$ cat src/rtl/vtg_pkg.sv
package vtg_pkg;

    localparam int CW     = 11;             // field width of every timing value
    localparam int DW     = 32;             // write word width
    localparam int NREG   = 8;              // timing words
    localparam int AW     = $clog2(NREG);
    localparam int HI_LSB = 16;             // end / total field position
    localparam int LO_LSB = 0;              // start / active field position
    localparam int NWIN   = 6;              // compare windows

    typedef logic [CW-1:0] cnt_t;

    typedef struct packed {
        cnt_t hi;                           // end or total
        cnt_t lo;                           // start or active
    } pair_t;

    typedef enum logic [AW-1:0] {
        REG_H_SIZE     = 3'd0,
        REG_H_BLANK    = 3'd1,
        REG_H_CRT_SYNC = 3'd2,
        REG_H_FP_SYNC  = 3'd3,
        REG_V_SIZE     = 3'd4,
        REG_V_BLANK    = 3'd5,
        REG_V_CRT_SYNC = 3'd6,
        REG_V_FP_SYNC  = 3'd7
    } reg_idx_e;

    typedef enum int {
        W_HBLANK = 0,
        W_HSYNC  = 1,
        W_FPH    = 2,
        W_VBLANK = 3,
        W_VSYNC  = 4,
        W_FPV    = 5
    } win_e;

    localparam int NHWIN = 3;               // windows below this index run on pixels

    typedef pair_t [NREG-1:0] timing_t;

    typedef struct packed {
        timing_t shadow;
        timing_t live;
        logic    intl;
    } reg_state_t;

    typedef struct packed {
        cnt_t hc;
        cnt_t vc;
        logic field;
    } cnt_state_t;

    function automatic pair_t mk_pair(int hi, int lo);
        pair_t p;
        p.hi = cnt_t'(hi);
        p.lo = cnt_t'(lo);
        return p;
    endfunction

    function automatic timing_t default_timing();
        timing_t t;
        t[REG_H_SIZE]     = mk_pair(19, 11);
        t[REG_H_BLANK]    = mk_pair(19, 11);
        t[REG_H_CRT_SYNC] = mk_pair(16, 13);
        t[REG_H_FP_SYNC]  = mk_pair(17, 14);
        t[REG_V_SIZE]     = mk_pair(9, 5);
        t[REG_V_BLANK]    = mk_pair(9, 5);
        t[REG_V_CRT_SYNC] = mk_pair(7, 6);
        t[REG_V_FP_SYNC]  = mk_pair(7, 6);
        return t;
    endfunction

    localparam timing_t DEFAULT_TIMING = default_timing();

endpackage

$ cat src/rtl/vtg_regs.sv
module vtg_regs
    import vtg_pkg::*;
#(
    parameter timing_t RESET_TIMING = DEFAULT_TIMING
) (
    input  logic          clk_i,
    input  logic          rst_ni,
    input  logic          wr_en_i,
    input  logic [AW-1:0] wr_addr_i,
    input  logic [DW-1:0] wr_data_i,
    input  logic          load_i,
    input  logic          intl_req_i,
    output timing_t       live_o,
    output logic          intl_o
);

    reg_state_t state_d, state_q;

    always_comb begin
        state_d = state_q;
        if (wr_en_i) begin
            state_d.shadow[wr_addr_i].hi = wr_data_i[HI_LSB +: CW];
            state_d.shadow[wr_addr_i].lo = wr_data_i[LO_LSB +: CW];
        end
        // the live copy takes the shadow as it stood before this cycle's write
        if (load_i) begin
            state_d.live = state_q.shadow;
            state_d.intl = intl_req_i;
        end
    end

    always_ff @(posedge clk_i or negedge rst_ni) begin
        if (!rst_ni) begin
            state_q.shadow <= RESET_TIMING;
            state_q.live   <= RESET_TIMING;
            state_q.intl   <= 1'b0;
        end else begin
            state_q <= state_d;
        end
    end

    assign live_o = state_q.live;
    assign intl_o = state_q.intl;

endmodule

$ cat src/rtl/vtg_counters.sv
module vtg_counters
    import vtg_pkg::*;
(
    input  logic clk_i,
    input  logic rst_ni,
    input  cnt_t h_total_i,
    input  cnt_t v_total_i,
    input  logic intl_i,
    output cnt_t hc_o,
    output cnt_t vc_o,
    output logic field_o,
    output logic vstep_o,
    output logic frame_end_o
);

    cnt_state_t state_d, state_q;
    logic       eol;
    logic       mid;
    logic       vwrap;

    always_comb begin
        state_d     = state_q;
        eol         = (state_q.hc == h_total_i);
        mid         = intl_i && (state_q.hc == (h_total_i >> 1));
        vstep_o     = eol || mid;
        vwrap       = vstep_o && (state_q.vc == v_total_i);
        frame_end_o = vwrap && (!intl_i || state_q.field);

        state_d.hc = eol ? '0 : cnt_t'(state_q.hc + 1'b1);
        if (vstep_o) begin
            state_d.vc = vwrap ? '0 : cnt_t'(state_q.vc + 1'b1);
        end
        if (vwrap) begin
            state_d.field = intl_i ? ~state_q.field : 1'b0;
        end
    end

    always_ff @(posedge clk_i or negedge rst_ni) begin
        if (!rst_ni) begin
            state_q <= '0;
        end else begin
            state_q <= state_d;
        end
    end

    assign hc_o    = state_q.hc;
    assign vc_o    = state_q.vc;
    assign field_o = state_q.field;

endmodule

$ cat src/rtl/vtg_window.sv
module vtg_window
    import vtg_pkg::*;
(
    input  logic clk_i,
    input  logic rst_ni,
    input  cnt_t cnt_i,
    input  cnt_t start_i,
    input  cnt_t stop_i,
    input  logic step_i,
    output logic flag_o
);

    logic flag_d, flag_q;

    always_comb begin
        flag_d = flag_q;
        if (step_i) begin
            if (cnt_i == start_i) begin
                flag_d = 1'b1;
            end
            if (cnt_i == stop_i) begin
                flag_d = 1'b0;                  // clear wins a tie
            end
        end
    end

    always_ff @(posedge clk_i or negedge rst_ni) begin
        if (!rst_ni) begin
            flag_q <= 1'b0;
        end else begin
            flag_q <= flag_d;
        end
    end

    assign flag_o = flag_q;

endmodule

$ cat src/rtl/vtg_top.sv
module vtg_top
    import vtg_pkg::*;
#(
    parameter timing_t RESET_TIMING = DEFAULT_TIMING
) (
    input  logic          clk_i,
    input  logic          rst_ni,
    input  logic          intl_en_i,
    input  logic          wr_en_i,
    input  logic [AW-1:0] wr_addr_i,
    input  logic [DW-1:0] wr_data_i,
    output logic          h_blank_o,
    output logic          v_blank_o,
    output logic          crt_hsync_o,
    output logic          crt_vsync_o,
    output logic          fp_hsync_o,
    output logic          fp_vsync_o,
    output logic          active_o,
    output logic          field_o,
    output logic [CW-1:0] h_count_o,
    output logic [CW-1:0] v_count_o
);

    timing_t live;
    logic    intl_live;
    cnt_t    hc, vc;
    logic    vstep;
    logic    frame_end;

    cnt_t    win_cnt   [NWIN];
    cnt_t    win_start [NWIN];
    cnt_t    win_stop  [NWIN];
    logic    win_step  [NWIN];
    logic    win_flag  [NWIN];

    logic    fpv_d, fpv_q;
    logic    fph_d, fph_q;

    vtg_regs #(
        .RESET_TIMING(RESET_TIMING)
    ) regs_i (
        .clk_i      (clk_i),
        .rst_ni     (rst_ni),
        .wr_en_i    (wr_en_i),
        .wr_addr_i  (wr_addr_i),
        .wr_data_i  (wr_data_i),
        .load_i     (frame_end),
        .intl_req_i (intl_en_i),
        .live_o     (live),
        .intl_o     (intl_live)
    );

    vtg_counters cnt_i (
        .clk_i       (clk_i),
        .rst_ni      (rst_ni),
        .h_total_i   (live[REG_H_SIZE].hi),
        .v_total_i   (live[REG_V_SIZE].hi),
        .intl_i      (intl_live),
        .hc_o        (hc),
        .vc_o        (vc),
        .field_o     (field_o),
        .vstep_o     (vstep),
        .frame_end_o (frame_end)
    );

    // window sources: pixel windows first, then line windows
    always_comb begin
        win_start[W_HBLANK] = live[REG_H_BLANK].lo;
        win_stop [W_HBLANK] = live[REG_H_BLANK].hi;
        win_start[W_HSYNC]  = live[REG_H_CRT_SYNC].lo;
        win_stop [W_HSYNC]  = live[REG_H_CRT_SYNC].hi;
        win_start[W_FPH]    = live[REG_H_FP_SYNC].lo;
        win_stop [W_FPH]    = live[REG_H_FP_SYNC].hi;
        win_start[W_VBLANK] = live[REG_V_BLANK].lo;
        win_stop [W_VBLANK] = live[REG_V_BLANK].hi;
        win_start[W_VSYNC]  = live[REG_V_CRT_SYNC].lo;
        win_stop [W_VSYNC]  = live[REG_V_CRT_SYNC].hi;
        // flat-panel vertical values sit two below the line, one more than the rest
        win_start[W_FPV]    = cnt_t'(live[REG_V_FP_SYNC].lo + 1'b1);
        win_stop [W_FPV]    = cnt_t'(live[REG_V_FP_SYNC].hi + 1'b1);
    end

    for (genvar w = 0; w < NWIN; w++) begin : g_win
        if (w < NHWIN) begin : g_pix
            assign win_cnt[w]  = hc;
            assign win_step[w] = 1'b1;
        end else begin : g_line
            assign win_cnt[w]  = vc;
            assign win_step[w] = vstep;
        end
        vtg_window win_i (
            .clk_i   (clk_i),
            .rst_ni  (rst_ni),
            .cnt_i   (win_cnt[w]),
            .start_i (win_start[w]),
            .stop_i  (win_stop[w]),
            .step_i  (win_step[w]),
            .flag_o  (win_flag[w])
        );
    end

    // flat-panel vertical output follows the internal window once per line
    always_comb begin
        fph_d = win_flag[W_FPH];
        fpv_d = fpv_q;
        if (win_flag[W_FPH] && !fph_q) begin
            fpv_d = win_flag[W_FPV];
        end
    end

    always_ff @(posedge clk_i or negedge rst_ni) begin
        if (!rst_ni) begin
            fpv_q <= 1'b0;
            fph_q <= 1'b0;
        end else begin
            fpv_q <= fpv_d;
            fph_q <= fph_d;
        end
    end

    assign h_blank_o   = win_flag[W_HBLANK];
    assign crt_hsync_o = win_flag[W_HSYNC];
    assign fp_hsync_o  = win_flag[W_FPH];
    assign v_blank_o   = win_flag[W_VBLANK];
    assign crt_vsync_o = win_flag[W_VSYNC];
    assign fp_vsync_o  = fpv_q;
    assign active_o    = (hc <= live[REG_H_SIZE].lo) && (vc <= live[REG_V_SIZE].lo);
    assign h_count_o   = hc;
    assign v_count_o   = vc;

endmodule

$ cat config.mk
export PLATFORM = sky130hd
export DESIGN_NAME = vtg_top
export DESIGN_NICKNAME = d
export VERILOG_FILES = /design/src/rtl/vtg_pkg.sv /design/src/rtl/vtg_regs.sv /design/src/rtl/vtg_counters.sv /design/src/rtl/vtg_window.sv /design/src/rtl/vtg_top.sv
export SDC_FILE = /design/constraint.sdc
export NUM_CORES = 1
export LEC_CHECK = 0
export ABC_AREA = 1
export BUFFER_PORTS_ARGS = -buffer_cell sky130_fd_sc_hd__buf_4
export CORE_MARGIN = 4
export CORE_UTILIZATION = 35
export DETAILED_ROUTE_END_ITERATION = 12
export PLACE_DENSITY = 0.56
export SYNTH_ARGS = -nofsm -noshare
export SYNTH_HDL_FRONTEND = slang
export SYNTH_SLANG_ARGS = --single-unit
export TNS_END_PERCENT = 1
$ cat constraint.sdc
create_clock -name clk_i -period 2.1 [get_ports clk_i]
set_input_delay 0.21 -clock clk_i [delete_from_list [all_inputs] [get_ports clk_i]]
set_output_delay 0.21 -clock clk_i [all_outputs]
set_load 0.03 [all_outputs]
== Word-level counts from Yosys, hierarchy flattened ==
Index checks and enable logic that the tools add are counted.
Widths: inputs -> output; s select.

* Eq/ne operators: 15
* $lt $le $gt $ge: 4
* Bitwise logic cells: 1
* Multiplexer cells: 21
* $add $sub $neg: 4
* Reduce and logical (&&, ||, !) cells: 19

{| class="wikitable"
|+ Operators by type and width
! operator !! number
|-
| $bwmux 176 || 2
|-
| $eq 11x11->1 || 14
|-
| $demux 22 s3 || 2
|-
| $add 11x1->11 const B || 4
|-
| $mux 11 || 3
|-
| $le 11x11->1 || 2
|-
| $mux 22 || 1
|-
| $mux 1 || 13
|-
| $reduce_bool 2->1 || 6
|-
| $eq 11x10->1 || 1
|-
| $logic_and 1x1->1 || 6
|-
| $reduce_and 2->1 || 3
|-
| $lt 3x4->1 const B || 1
|-
| $ge 3x1->1 const B || 1
|-
| $logic_not 1->1 || 2
|-
| $logic_or 1x1->1 || 2
|-
| $not 1->1 || 1
|}

* Input bits: 39
* Output and inout bits: 30
* Flip-flop bits (word level): 384

== Logic depth before layout (Yosys ltp) ==
Gate-level depths: netlist of run 1.

* Depth after elaboration: 6
* Mapped depth: 17
* Depth with buffers taken out: 14

== Modules after synthesis ==
Synthesis of run 1 repeated with hierarchy kept, for this count alone.

* Cells, all modules: 2,781
* Area total of the unflattened synthesis: 20,986.4 um^2

{| class="wikitable"
|+ Modules (own cells, without submodules)
! module !! cells each !! area an instance (um^2) !! sequential area each (um^2) !! instances
|-
| vtg_regs || 1,718 || 15,389.8 || 8,931.1 || 1
|-
| vtg_window || 102 || 445.4 || 25.0 || 6
|-
| vtg_counters || 276 || 1,824.2 || 575.6 || 1
|-
| vtg_top || 175 || 1,099.8 || 50.0 || 1
|}

== Worst setup path after synthesis of run 1 ==
No wires, ideal clock.

* Kind: register to register
* Start point: register cnt_i.state_q (netlist bit cnt_i.vc_o[6])
* End point: register, netlist name regs_i.live_o[35]
* Buffers on the path: 3
* Setup time: 0.116 ns
* Clock period less this slack: 2.066 ns
* Path slack: 0.034 ns
* Stages on the path, launching flop included: 14
* Arrival time: 1.949 ns
* Cells stage by stage: dfrtp_1 buf_2 xnor2_1 nand2_1 nor2_1 nand2_1 nor2_2 nand2_4 inv_4 nand2_4 buf_4 buf_2 nand2_1 nand2_1

* Cells in the longest elaborated chain, start to end: 3

{| class="wikitable"
|+ Ends and longest elaborated chain
! item !! RTL line !! text
|-
| start: declaration || vtg_counters.sv:16 || <nowiki>cnt_state_t state_d, state_q;</nowiki>
|-
| start signal: assignment || vtg_counters.sv:42 || <nowiki>state_q <= state_d;</nowiki>
|-
| $eq 11x11->1 || vtg_counters.sv:26 || <nowiki>vwrap = vstep_o && (state_q.vc == v_total_i);</nowiki>
|-
| $logic_and 1x1->1 || vtg_counters.sv:26 ||
|-
| $logic_and 1x1->1 || vtg_counters.sv:27 || <nowiki>frame_end_o = vwrap && (!intl_i || state_q.field);</nowiki>
|}

Every way passes these cells.
A chain may end at the register's enable or synchronous reset.

== Worst setup path after layout of run 1 ==
* Start point: register, netlist name regs_i.live_o[90]
* End point: output active_o

* Cells in the longest elaborated chain, start to end: 2

{| class="wikitable"
|+ Ends and longest elaborated chain
! item !! RTL line !! text
|-
| $le 11x11->1 || vtg_top.sv:127 || <nowiki>assign active_o = (hc <= live[REG_H_SIZE].lo) && (vc <= live[REG_V_SIZE].lo);</nowiki>
|-
| $logic_and 1x1->1 || vtg_top.sv:127 ||
|-
| end: declaration || vtg_top.sv:18 || <nowiki>output logic active_o,</nowiki>
|}

Every way passes these cells.

==> impl_metrics.csv, run 1 <==
group,metric,value,unit
cts,cts_max_path_buffers,3,
synthesis,synth.avg_cell_area,8.62,um^2
sta,rsz0062_at_grt,"true",
grt,grt_antenna_before_repair,1,
route,routedWlPerCell,16.8,um
grt,grt_pass1_wl,77.1,mm
worst_setup_path,critical_path_arrival,2.18,ns
synthesis,count_of_unique_library_cells_instantiated_by_yosys,39,
route,vias,13600,
worst_setup_path,worstPathRequired,1.89,ns
power,cellPowerDensity,1200,nW/um^2
worst_setup_path,worst-path-max-fanout,2,
place,preCtsSetupSlack,0.0116,ns
cts,tritoncts.num_buffers,44,
synthesis,netlist_instances,2056,
route,detailedRoute.firstPassIterationCount,5,
route,drt_iter0_markers,1150,
synthesis,ys_async_sr_fraction,100,%
cells_and_area,combined_flip_flop_and_latch_cell_area,9720,um^2
cells_and_area,layout_common_cells,"sky130_fd_sc_hd__nand2_1, sky130_fd_sc_hd__dfrtp_1, sky130_fd_sc_hd__o21ai_0, sky130_fd_sc_hd__buf_4, sky130_fd_sc_hd__inv_1",
synthesis,synth_largest_type_area_fraction,43.2,%
cells_and_area,areaGrowthSynthToFinish,18.7,%
cells_and_area,layout.cells.most_common,"sky130_fd_sc_hd__nand2_1",
route,drt-vias-per-instance,4.72,
worst_setup_path,start_to_end_type_of_the_worst_setup_path,"reg -> out",
cts,tritoncts,"built",
grt,grt_pass1_vias,13500,
die,die_area,54300,um^2
synthesis,yosys_warnings,0,
power,total_power,25.1,mW
cts,insertion_delay,0.57,ns
cells_and_area,layout.core_utilization,42.0,%
worst_setup_path,critical-path-max-stage-delay,0.53,ns
worst_setup_path,timing.critical_path.slowest_stage_cell,"sky130_fd_sc_hd__dfstp_2",
worst_setup_path,path_cells,"inv_2, ha_4, nand2_4, o21ai_2, nand3_1, o2111ai_1, nand2_1, nand2_2, inv_2, buf_6",
sta,final.min_clock_period,2.39,ns
worst_setup_path,ff2ff_path_depth,12,
place,count_of_input_and_output_buffers,58,
cells_and_area,final_layout_size_suffix_gt1_share,16.8,%
flow_run,max-cap-violations,0,
sta,relSlewSlack,44.3,%
synthesis,ys_ff_latch,384,
place,place.gp.congestion,0.848,
cells_and_area,multi_input_area,7090,um^2
synthesis,synth.cell_area,17700,um^2
synthesis,synth_nets,2121,
place,place_hpwl,31.7,mm
route,detail-route-antenna-nets,0,
cts,clkTransAtPathRegs,0.06,ns
sta,setup_tns,-0.294,ns
grt,track_usage,18.2,%
die,core_region_area,50100,um^2
worst_setup_path,startpoint_type,"register",
synthesis,edff_count_synth,0,
cts,ctsRootBufferMaster,"sky130_fd_sc_hd__clkbuf_16",
die,io_pins,69,
grt,grt_start_max_net_pins,74,
run_status,status,"finished with violations",
cts,ctsHtreeMaxLevel,2,
synthesis,synth_top_cell_by_area,"sky130_fd_sc_hd__dfrtp_1",
sta,final_max_slew_viol_count,0,
sta,max_slew.worst_pin.slew,0.835,ns
sta,layout_setup_ws,-0.294,ns
sta,timing.clock.skew,0.0223,ns
power,vdd.ir_drop.worst,0.587,mV
route,wl,48.4,mm
synthesis,ys_dominant_reg_cell,"sky130_fd_sc_hd__dfrtp_1",
route,count_of_unresolved_drc_violations_after_routing,0,
sta,max_freq,0.418,GHz
run_status,violations,"setup timing",
die,die_x,233,um
die,start_util,35.4,%
synthesis,yosys-top-cells-area,"sky130_fd_sc_hd__dfrtp_1, sky130_fd_sc_hd__nand2_1, sky130_fd_sc_hd__dfstp_2, sky130_fd_sc_hd__o21ai_0, sky130_fd_sc_hd__xor2_1",
synthesis,part_of_the_yosys_area_used_for_sequential_elements,54.8,%
cells_and_area,design.final.nets,2233,
cells_and_area,n_fill_cell,5015,
sta,setup-violations-final,1,
sta,timing.final.crit_share,114,%
cts,cts.sinks,384,
sta,final_hold_viol_count,0,
worst_setup_path,worst_path_most_repeated_cell,"sky130_fd_sc_hd__inv_2",
die,die_height,233,um
worst_hold_path,hold_path_class,"in -> async",
power,leakage,10.6,nW
worst_setup_path,end_kind,"output pin",
grt,gr-total-overflow,0,
die,fp-row-count,82,
-- report_power, final --
part	total, mW	internal [mW]	switching, mW	leakage, nW
clock network	7.99	4.92	3.07	0.752
registers	10.3	9.15	1.18	4.76
logic	6.83	2.80	4.02	5.10
total	25.1	16.9	8.27	10.6
-- stage by stage --
step	hold slack [ns]	area, um^2	cells
after global placement	0.186	19200	2782
after floorplan	-0.0856	17700	2056
after CTS	0.155	20900	2874
after detailed placement	0.188	19200	2782
after global routing	0.181	21000	2875
final	0.181	21000	2876
-- cells in the mapped netlist, types with 34 or more instances --
library cell               number
sky130_fd_sc_hd__nand2_1      849
sky130_fd_sc_hd__dfrtp_1      306
sky130_fd_sc_hd__o21ai_0      176
sky130_fd_sc_hd__inv_1        109
sky130_fd_sc_hd__xor2_1        91
sky130_fd_sc_hd__nor2_1        88
sky130_fd_sc_hd__dfstp_2       78
sky130_fd_sc_hd__nand3_1       47
sky130_fd_sc_hd__xnor2_1       47
sky130_fd_sc_hd__a21oi_1       44
sky130_fd_sc_hd__clkbuf_1      38
sky130_fd_sc_hd__nor3_1        34
-- sequential cells by signal (all words and copies together), names as in the netlist --
name and flops:
cnt_i.field_o 1, cnt_i.hc_o 11, cnt_i.vc_o 11, fp_vsync_o 1, fph_q 1, g_win.win_i.flag_o 6
regs_i.intl_o 1, regs_i.live_o 176, regs_i.state_q 176
-- cell type report --
cell class / count / share of cell area, %
inverters: 120 / 2.23
clock inverters: 15 / 1.02
well taps: 672 / 4.00
multi-input cells: 1458 / 33.7
diodes: 1 / 0.0119
repair buffers: 160 / 6.54
flip-flops and latches: 384 / 46.2
clock buffers: 66 / 6.21
-- layer usage --
layer	up-vias	GRT usage, %	wire [um]
li1	6685	-	-
met1	6541	27.6	24200
met2	286	27.2	20700
met3	64	2.69	2380
met4	0	5.04	1140
met5	-	0	0
-- critical path: cells and delay by family (launching register included) --
kind	cells	cell delay (ns)
flops	1	0.53
simple gates	4	0.41
fa+ha+maj	1	0.27
buf+inv	3	0.21
compound gates	2	0.21
-- worst paths after layout --
check,from,end,slack [ns]
max,regs_i.live_o[90],active_o,-0.29
max in group asynchronous,rst_ni,regs_i.state_q[332],1.06
min,rst_ni,regs_i.state_q[238],0.18
max reg2reg,cnt_i.vc_o[2],regs_i.live_o[91],0.12
min in group clk_i,wr_data_i[21],regs_i.state_q[215],0.18
min reg2reg,g_win[2].win_i.flag_o,fph_q,0.44
-- cell families (layout without fill, tap and decap cells) --
| logic type | Yosys count | count (layout) | share of synthesized area, % |
|---|---|---|---|
| other cells | 0 | 1 | 0 |
| compound gates | 231 | 231 | 6.68 |
| simple gates | 1063 | 1063 | 23.9 |
| flops | 384 | 384 | 54.8 |
| fa+ha+maj | 26 | 26 | 1.84 |
| buf+inv | 214 | 361 | 6.00 |
| xor+xnor | 138 | 138 | 6.82 |
-- repair_timing --
action,4_1_cts,5_1_grt
resized for setup,23,34
pin swaps,11,10
setup endpoints to repair,4,186
endpoints found under the hold margin,73,0
buffers inserted,8,1
hold buffers,3,0
Note: power is estimated with default switching activity, not from simulation.
==> run 2, diff against run 1 <==
- ABC_AREA: 1 -> not set
==> run 2 against run 1 <==
Compared with the run above: the flow still finishes with violations (setup timing); critical path depth shrank 1; global-route usage shrank 1.6 points; hold slack lost 0.16 ns.
==> impl_metrics.csv, run 2 <==
group,metric,value,unit
grt,gr-total-overflow,0,
die,core_region_area,50300,um^2
sta,final.min_clock_period,2.72,ns
route,met1Wirelength,21.0,mm
grt,grt_pass1_wl,68.6,mm
synthesis,synth.top_cells.by_count,"sky130_fd_sc_hd__dfrtp_1, sky130_fd_sc_hd__mux2_2, sky130_fd_sc_hd__xor2_1",
synthesis,ys_ff_latch,384,
route,count_of_unresolved_drc_violations_after_routing,0,
grt,track_usage,16.6,%
cts,cts_max_path_buffers,3,
synthesis,part_of_the_yosys_area_used_for_sequential_elements,54.3,%
synthesis,yosys-top-cells-area,"sky130_fd_sc_hd__dfrtp_1, sky130_fd_sc_hd__mux2_2, sky130_fd_sc_hd__dfstp_2, sky130_fd_sc_hd__mux2_4, sky130_fd_sc_hd__xor2_1",
cts,tritoncts.num_buffers,43,
place,place.gp.congestion,0.764,
die,start_util,35.5,%
grt,grt_pass1_vias,11000,
die,io_pins,69,
place,count_of_input_and_output_buffers,58,
cells_and_area,final_layout_size_suffix_gt1_share,48.4,%
power,total_power,28.7,mW
route,met2_layer_wire_length_in_the_routed_design,20.8,mm
cells_and_area,layout.cells.most_common,"sky130_fd_sc_hd__dfrtp_1",
synthesis,yosys.cell_count.top_type,"sky130_fd_sc_hd__dfrtp_1",
synthesis,ys_async_sr_fraction,100,%
sta,relSlewSlack,63.0,%
synthesis,edff_count_synth,0,
cts,clkTransAtPathRegs,0.06,ns
route,detail-route-antenna-nets,0,
synthesis,yosys_warnings,0,
die,fp-row-count,82,
worst_hold_path,hold_path_class,"in -> reg",
synthesis,synth_largest_type_area_fraction,42.9,%
route,highest_metal_layer_with_signal_wires,"met4",
place,place_hpwl,29.5,mm
die,die_x,234,um
worst_setup_path,critical_path_arrival,2.51,ns
die,die_area,54700,um^2
sta,timing.clock.skew,0.0328,ns
route,detailedRoute.firstPassIterationCount,4,
route,routedWlPerCell,21.1,um
die,die_height,234,um
worst_setup_path,worst-path-max-fanout,2,
sta,timing.final.crit_share,130,%
power,cellPowerDensity,1350,nW/um^2
sta,max_freq,0.367,GHz
run_status,violations,"setup timing",
synthesis,synth_top_cell_by_area,"sky130_fd_sc_hd__dfrtp_1",
cells_and_area,combined_flip_flop_and_latch_cell_area,9730,um^2
synthesis,synth_nets,1318,
cells_and_area,multi_input_area,7680,um^2
cts,tritoncts,"built",
worst_setup_path,startpoint_type,"register",
sta,max_slew.worst_pin.slew,0.550,ns
worst_setup_path,start_to_end_type_of_the_worst_setup_path,"reg -> out",
synthesis,count_of_unique_library_cells_instantiated_by_yosys,48,
route,vias,10300,
worst_setup_path,end_kind,"output pin",
route,drt-vias-per-instance,4.87,
sta,whs,0.0230,ns
cts,ctsRootBufferMaster,"sky130_fd_sc_hd__clkbuf_16",
cells_and_area,layout_common_cells,"sky130_fd_sc_hd__dfrtp_1, sky130_fd_sc_hd__mux2_2, sky130_fd_sc_hd__xor2_1, sky130_fd_sc_hd__buf_4, sky130_fd_sc_hd__mux2_4",
synthesis,synth.cell_area,17900,um^2
run_status,status,"finished with violations",
grt,grt_start_max_net_pins,72,
flow_run,max-cap-violations,0,
sta,rsz0062_at_grt,"true",
sta,setup-violations-final,182,
cells_and_area,areaGrowthSynthToFinish,19.2,%
grt,grt_antenna_before_repair,3,
route,drt_iter0_markers,467,
cts,insertion_delay,0.56,ns
sta,final_max_slew_viol_count,0,
power,leakage,9.87,nW
synthesis,synth.avg_cell_area,14.3,um^2
sta,final_hold_viol_count,0,
cells_and_area,design.final.nets,1465,
sta,layout_setup_ws,-0.622,ns
worst_setup_path,worstPathRequired,1.89,ns
synthesis,ys_dominant_reg_cell,"sky130_fd_sc_hd__dfrtp_1",
cts,cts.sinks,384,
cts,ctsHtreeMaxLevel,2,
power,vdd.ir_drop.worst,0.758,mV
synthesis,netlist_instances,1253,
cells_and_area,n_fill_cell,4666,
route,met3_length,1.56,mm
route,wl,44.5,mm
## run 2: cell count changes after synthesis, moves of 58 or more
cell                      before  now
sky130_fd_sc_hd__nand2_1     849   21
sky130_fd_sc_hd__mux2_2        0  254
sky130_fd_sc_hd__o21ai_0     176   11
sky130_fd_sc_hd__mux2_4        0  100
sky130_fd_sc_hd__inv_1       109   25
sky130_fd_sc_hd__nor2_1       88   30
## run 2: final timing paths
| kind | endpoint | from | slack [ns] | cells after the start |
|---|---|---|---|---|
| min in group asynchronous | regs_i.live_o[126] | rst_ni | 0.18 | 2 |
| worst min register to register | regs_i.live_o[7] | regs_i.state_q[184] | 0.50 | 1 |
| worst max-delay path | active_o | cnt_i.hc_o[2] | -0.62 | 9 |
| worst max register to register | regs_i.live_o[82] | cnt_i.hc_o[4] | -0.49 | 10 |
| max in group asynchronous | regs_i.live_o[11] | rst_ni | 1.09 | 3 |
| worst min-delay path | regs_i.state_q[330] | wr_data_i[26] | 0.02 | 2 |
## run 2: stage by stage
stage / instances / TNS, ns / worst slack [ns] / utilization (%) / cell area, um^2
2_1_floorplan: 1253 / -48.85 / -0.301 / - / 17900
3_3_place_gp: 2016 / -70.87 / -0.446 / 39.0 / 19600
3_5_place_dp: 2016 / -75.96 / -0.479 / 39.0 / 19600
4_1_cts: 2104 / -74.68 / -0.717 / 42.2 / 21200
5_1_grt: 2105 / -101.76 / -0.746 / 42.3 / 21300
6_report: 2106 / -75.71 / -0.622 / 42.3 / 21300
## run 2: layout make-up
| type | count | area share [%] |
|---|---|---|
| sequential | 384 | 45.7 |
| multi-input combinational | 779 | 36.1 |
| timing repair buffer | 167 | 7.21 |
| clock buffer | 66 | 5.93 |
| tap | 672 | 3.95 |
| clock inverter | 12 | 0.705 |
| inverter | 25 | 0.441 |
| antenna | 1 | 0.0118 |
## run 2: per-layer routing
metal	vias to the layer above	global-route usage [%]
li1	4682	-
met1	5328	23.3
met5	-	0
met2	173	26.9
met4	0	4.90
met3	70	2.39
## run 2: repair_timing
| action | in CTS | in global routing |
|---|---|---|
| resized for setup | 25 | 6 |
| hold buffers | 4 | 0 |
| setup buffers | 6 | 1 |
| pin swaps | 11 | 4 |
| endpoints found under the setup margin | 182 | 191 |
| endpoints found under the hold margin | 116 | 0 |
## run 2: kinds of logic (layout without fill, tap and decap cells)
family / after synthesis / in the layout / share of synthesized area, %
muxes: 355 / 355 / 24.5
adders and majority gates: 26 / 26 / 1.82
DFF: 384 / 384 / 54.3
other: 0 / 1 / 0
AOI/OAI and AO/OA: 53 / 53 / 1.98
buffers and inverters: 90 / 270 / 3.46
and+or+nand+nor: 158 / 158 / 4.76
xor gates and xnor gates: 187 / 187 / 9.17
## run 2: critical path: stages (launching register included)
cell,delay [ns]
sky130_fd_sc_hd__dfrtp_2,0.44
sky130_fd_sc_hd__ha_4,0.25
sky130_fd_sc_hd__a21o_1,0.18
sky130_fd_sc_hd__a21o_1,0.15
sky130_fd_sc_hd__a211o_1,0.25
sky130_fd_sc_hd__a21o_1,0.16
sky130_fd_sc_hd__a21oi_2,0.12
sky130_fd_sc_hd__o21ai_2,0.07
sky130_fd_sc_hd__a22oi_2,0.19
sky130_fd_sc_hd__buf_6,0.16
## run 2: report_power, final
group          leakage, nW  switching [mW]  internal [mW]
Combinational         4.49            4.00           5.09
Sequential            4.70            1.91           10.2
Clock                0.690            3.00           4.51
Total                 9.87            8.91           19.8
==> run 3, diff against run 2 <==
- CORE_UTILIZATION: 35 -> 46
- PLACE_DENSITY: 0.56 -> not set
==> run 3 against run 2 <==
Compared with the run above: the run still ends with setup timing left; die area is 23% lower; combinational power increased by 1%; utilization rose by 13 points; hold slack gained 0.0025 ns; critical path depth up 1; cell area shrank 0.41%; largest power group unchanged.
==> impl_metrics.csv, run 3 (synthesis results as in run 2) <==
group,metric,value,unit
place,place_hpwl,28.1,mm
grt,globalRouteMet1Util,29.8,%
run_status,status,"finished with violations",
grt,track_usage,20.9,%
route,vias,10200,
worst_setup_path,worst-path-max-fanout,2,
cells_and_area,final_layout_size_suffix_gt1_share,48.9,%
place,post-place-cells,1856,
route,detailedRoute.firstPassIterationCount,4,
worst_setup_path,critical_path.startpoint,"regs_i.live_o[1]",
cts,insertion_delay,0.55,ns
grt,grt_antenna_before_repair,5,
worst_setup_path,critical_path_arrival,2.56,ns
die,die_height,205,um
place,place.gp.congestion,0.794,
cells_and_area,layout.cells.most_common,"sky130_fd_sc_hd__dfrtp_1",
worst_setup_path,setup.reg_to_reg.worst_slack,-0.40,ns
grt,gr-total-overflow,0,
sta,setup-violations-final,183,
grt,grt_pass1_vias,10900,
sta,final_hold_viol_count,0,
worst_setup_path,ff2ff_path_depth,10,
sta,final_max_slew_viol_count,0,
power,cellInternalPower,20.1,mW
flow_run,max-cap-violations,0,
sta,timing.final.crit_share,132,%
route,drt-vias-per-instance,5.26,
worst_setup_path,startpoint_type,"register",
route,routedWlPerCell,21.9,um
sta,final.min_clock_period,2.77,ns
sta,max_slew.worst_pin.slew,0.573,ns
cts,ctsHtreeMaxLevel,2,
power,cellPowerDensity,1370,nW/um^2
grt,grt_use_met2,34.2,%
cells_and_area,n_fill_cell,3199,
cts,ctsRootBufferMaster,"sky130_fd_sc_hd__clkbuf_16",
power,pwr-share-seq,41.5,%
cells_and_area,post_layout_nonfiller_instances,1949,
sta,whs,0.0255,ns
worst_hold_path,hold_path_class,"in -> reg",
worst_setup_path,timing.rr.end,"regs_i.live_o[55]",
power,power.combinational.fraction,31.7,%
worst_setup_path,worstPathRequired,1.89,ns
cts,tritoncts.num_buffers,42,
cells_and_area,design.final.nets,1466,
die,core_region_area,38000,um^2
place,count_of_input_and_output_buffers,58,
power,leakage,9.95,nW
power,switching_share,30.7,%
worst_setup_path,origin_of_the_critical_flop_to_flop_path,"cnt_i.hc_o[4]",
die,io_pins,69,
route,wl,42.7,mm
die,die_area,42100,um^2
die,start_util,47.0,%
cells_and_area,layout.core_utilization,55.8,%
grt,grt_pass1_wl,66.8,mm
sta,layout_setup_ws,-0.674,ns
sta,max_freq,0.361,GHz
route,count_of_unresolved_drc_violations_after_routing,0,
power,total_power,29.0,mW
worst_setup_path,start_to_end_type_of_the_worst_setup_path,"reg -> out",
run_status,violations,"setup timing",
grt,grt_start_max_net_pins,63,
die,die_x,205,um
cells_and_area,areaGrowthSynthToFinish,18.7,%
cells_and_area,layout_common_cells,"sky130_fd_sc_hd__dfrtp_1, sky130_fd_sc_hd__mux2_2, sky130_fd_sc_hd__xor2_1, sky130_fd_sc_hd__buf_4, sky130_fd_sc_hd__mux2_4",
power,clock_power_share,26.9,%
sta,relSlewSlack,61.8,%
worst_setup_path,cp-endpoint,"active_o",
sta,rsz0062_at_grt,"true",
cts,cts_max_path_buffers,3,
sta,timing.clock.skew,0.0121,ns
grt,use_met3,2.87,%
route,drt_iter0_markers,484,
grt,grt_most_used_layer,"met2",
route,detail-route-antenna-nets,0,
cts,clkTransAtPathRegs,0.06,ns
worst_setup_path,end_kind,"output pin",
power,power.switching,8.91,mW
cts,tritoncts,"built",
cts,cts.sinks,384,
die,fp-row-count,71,
power,vdd.ir_drop.worst,0.651,mV
-- run 3: cell types whose count changed in the layout (fill, tap and decap cells not counted), moves of 3 or more --
cell | previous run | this run
sky130_fd_sc_hd__clkbuf_8 | 10 | 16
sky130_fd_sc_hd__clkinv_2 | 5 | 8
sky130_fd_sc_hd__clkbuf_1 | 13 | 5
sky130_fd_sc_hd__dlygate4sd3_1 | 4 | 7
sky130_fd_sc_hd__mux2_2 | 248 | 252
sky130_fd_sc_hd__mux2_4 | 106 | 102
-- run 3: power by group through the flow --
stage          clock network, mW  registers [mW]  logic [mW]
2_1_floorplan                  0            11.8        5.99
3_3_place_gp                   0            12.1        8.65
3_5_place_dp                   0            12.2        8.82
4_1_cts                     8.02            12.0        9.09
5_1_grt                     8.36            12.4        10.0
6_report                    7.80            12.0        9.19
-- run 3: worst min-delay path by stage --
stage,start,endpoint,slack (ns),cells past startpoint
floorplan,rst_ni,cnt_i.field_o,-0.09,0
global placement,rst_ni,regs_i.live_o[148],0.21,1
detailed placement,rst_ni,regs_i.live_o[148],0.22,1
CTS,wr_data_i[20],regs_i.state_q[302],0.0008,2
global route,wr_data_i[22],regs_i.state_q[282],0.01,2
finish,wr_data_i[20],regs_i.state_q[236],0.03,2
-- run 3: worst max-delay path, cell delays in order, from the launching register on --
cell and delay, ns:
sky130_fd_sc_hd__dfstp_2 0.53, sky130_fd_sc_hd__inv_2 0.05, sky130_fd_sc_hd__ha_4 0.15, sky130_fd_sc_hd__a21o_1 0.14
sky130_fd_sc_hd__a21o_1 0.16, sky130_fd_sc_hd__a211o_1 0.26, sky130_fd_sc_hd__a21o_1 0.17, sky130_fd_sc_hd__a21oi_2 0.13
sky130_fd_sc_hd__o21ai_2 0.09, sky130_fd_sc_hd__a22oi_2 0.19, sky130_fd_sc_hd__buf_6 0.16
-- run 3: repair_timing --
| item | CTS | global route |
|---|---|---|
| endpoints found under the hold margin | 78 | 0 |
| buffers inserted | 4 | 1 |
| pin swaps | 8 | 6 |
| hold buffers | 7 | 0 |
| endpoints found under the setup margin | 181 | 192 |
| resized for setup | 17 | 14 |
-- run 3: area by class of cell --
| cell class | instances | area, um^2 | share of cell area, % |
|---|---|---|---|
| flip-flops and latches | 384 | 9730 | 45.9 |
| multi-input cells | 779 | 7680 | 36.2 |
| repair buffers | 169 | 1550 | 7.31 |
| clock buffers | 66 | 1370 | 6.44 |
| well taps | 511 | 639 | 3.02 |
| clock inverters | 12 | 139 | 0.655 |
| inverters | 25 | 93.8 | 0.443 |
| diodes | 3 | 7.51 | 0.0354 |
-- run 3: layer usage --
metal | up-vias | share of wire [%]
li1 | 4696 | -
met5 | - | 0
met4 | 0 | 2.0
met1 | 5308 | 45
met3 | 61 | 4.6
met2 | 181 | 48
-- run 3: metrics by stage --
step           setup slack (ns)  instance area, um^2  setup TNS (ns)
2_1_floorplan            -0.301                17900          -48.85
3_3_place_gp             -0.402                19400          -63.16
3_5_place_dp             -0.406                19400          -61.84
4_1_cts                  -0.728                21100          -72.19
5_1_grt                  -0.776                21200          -85.62
6_report                 -0.674                21200          -62.31
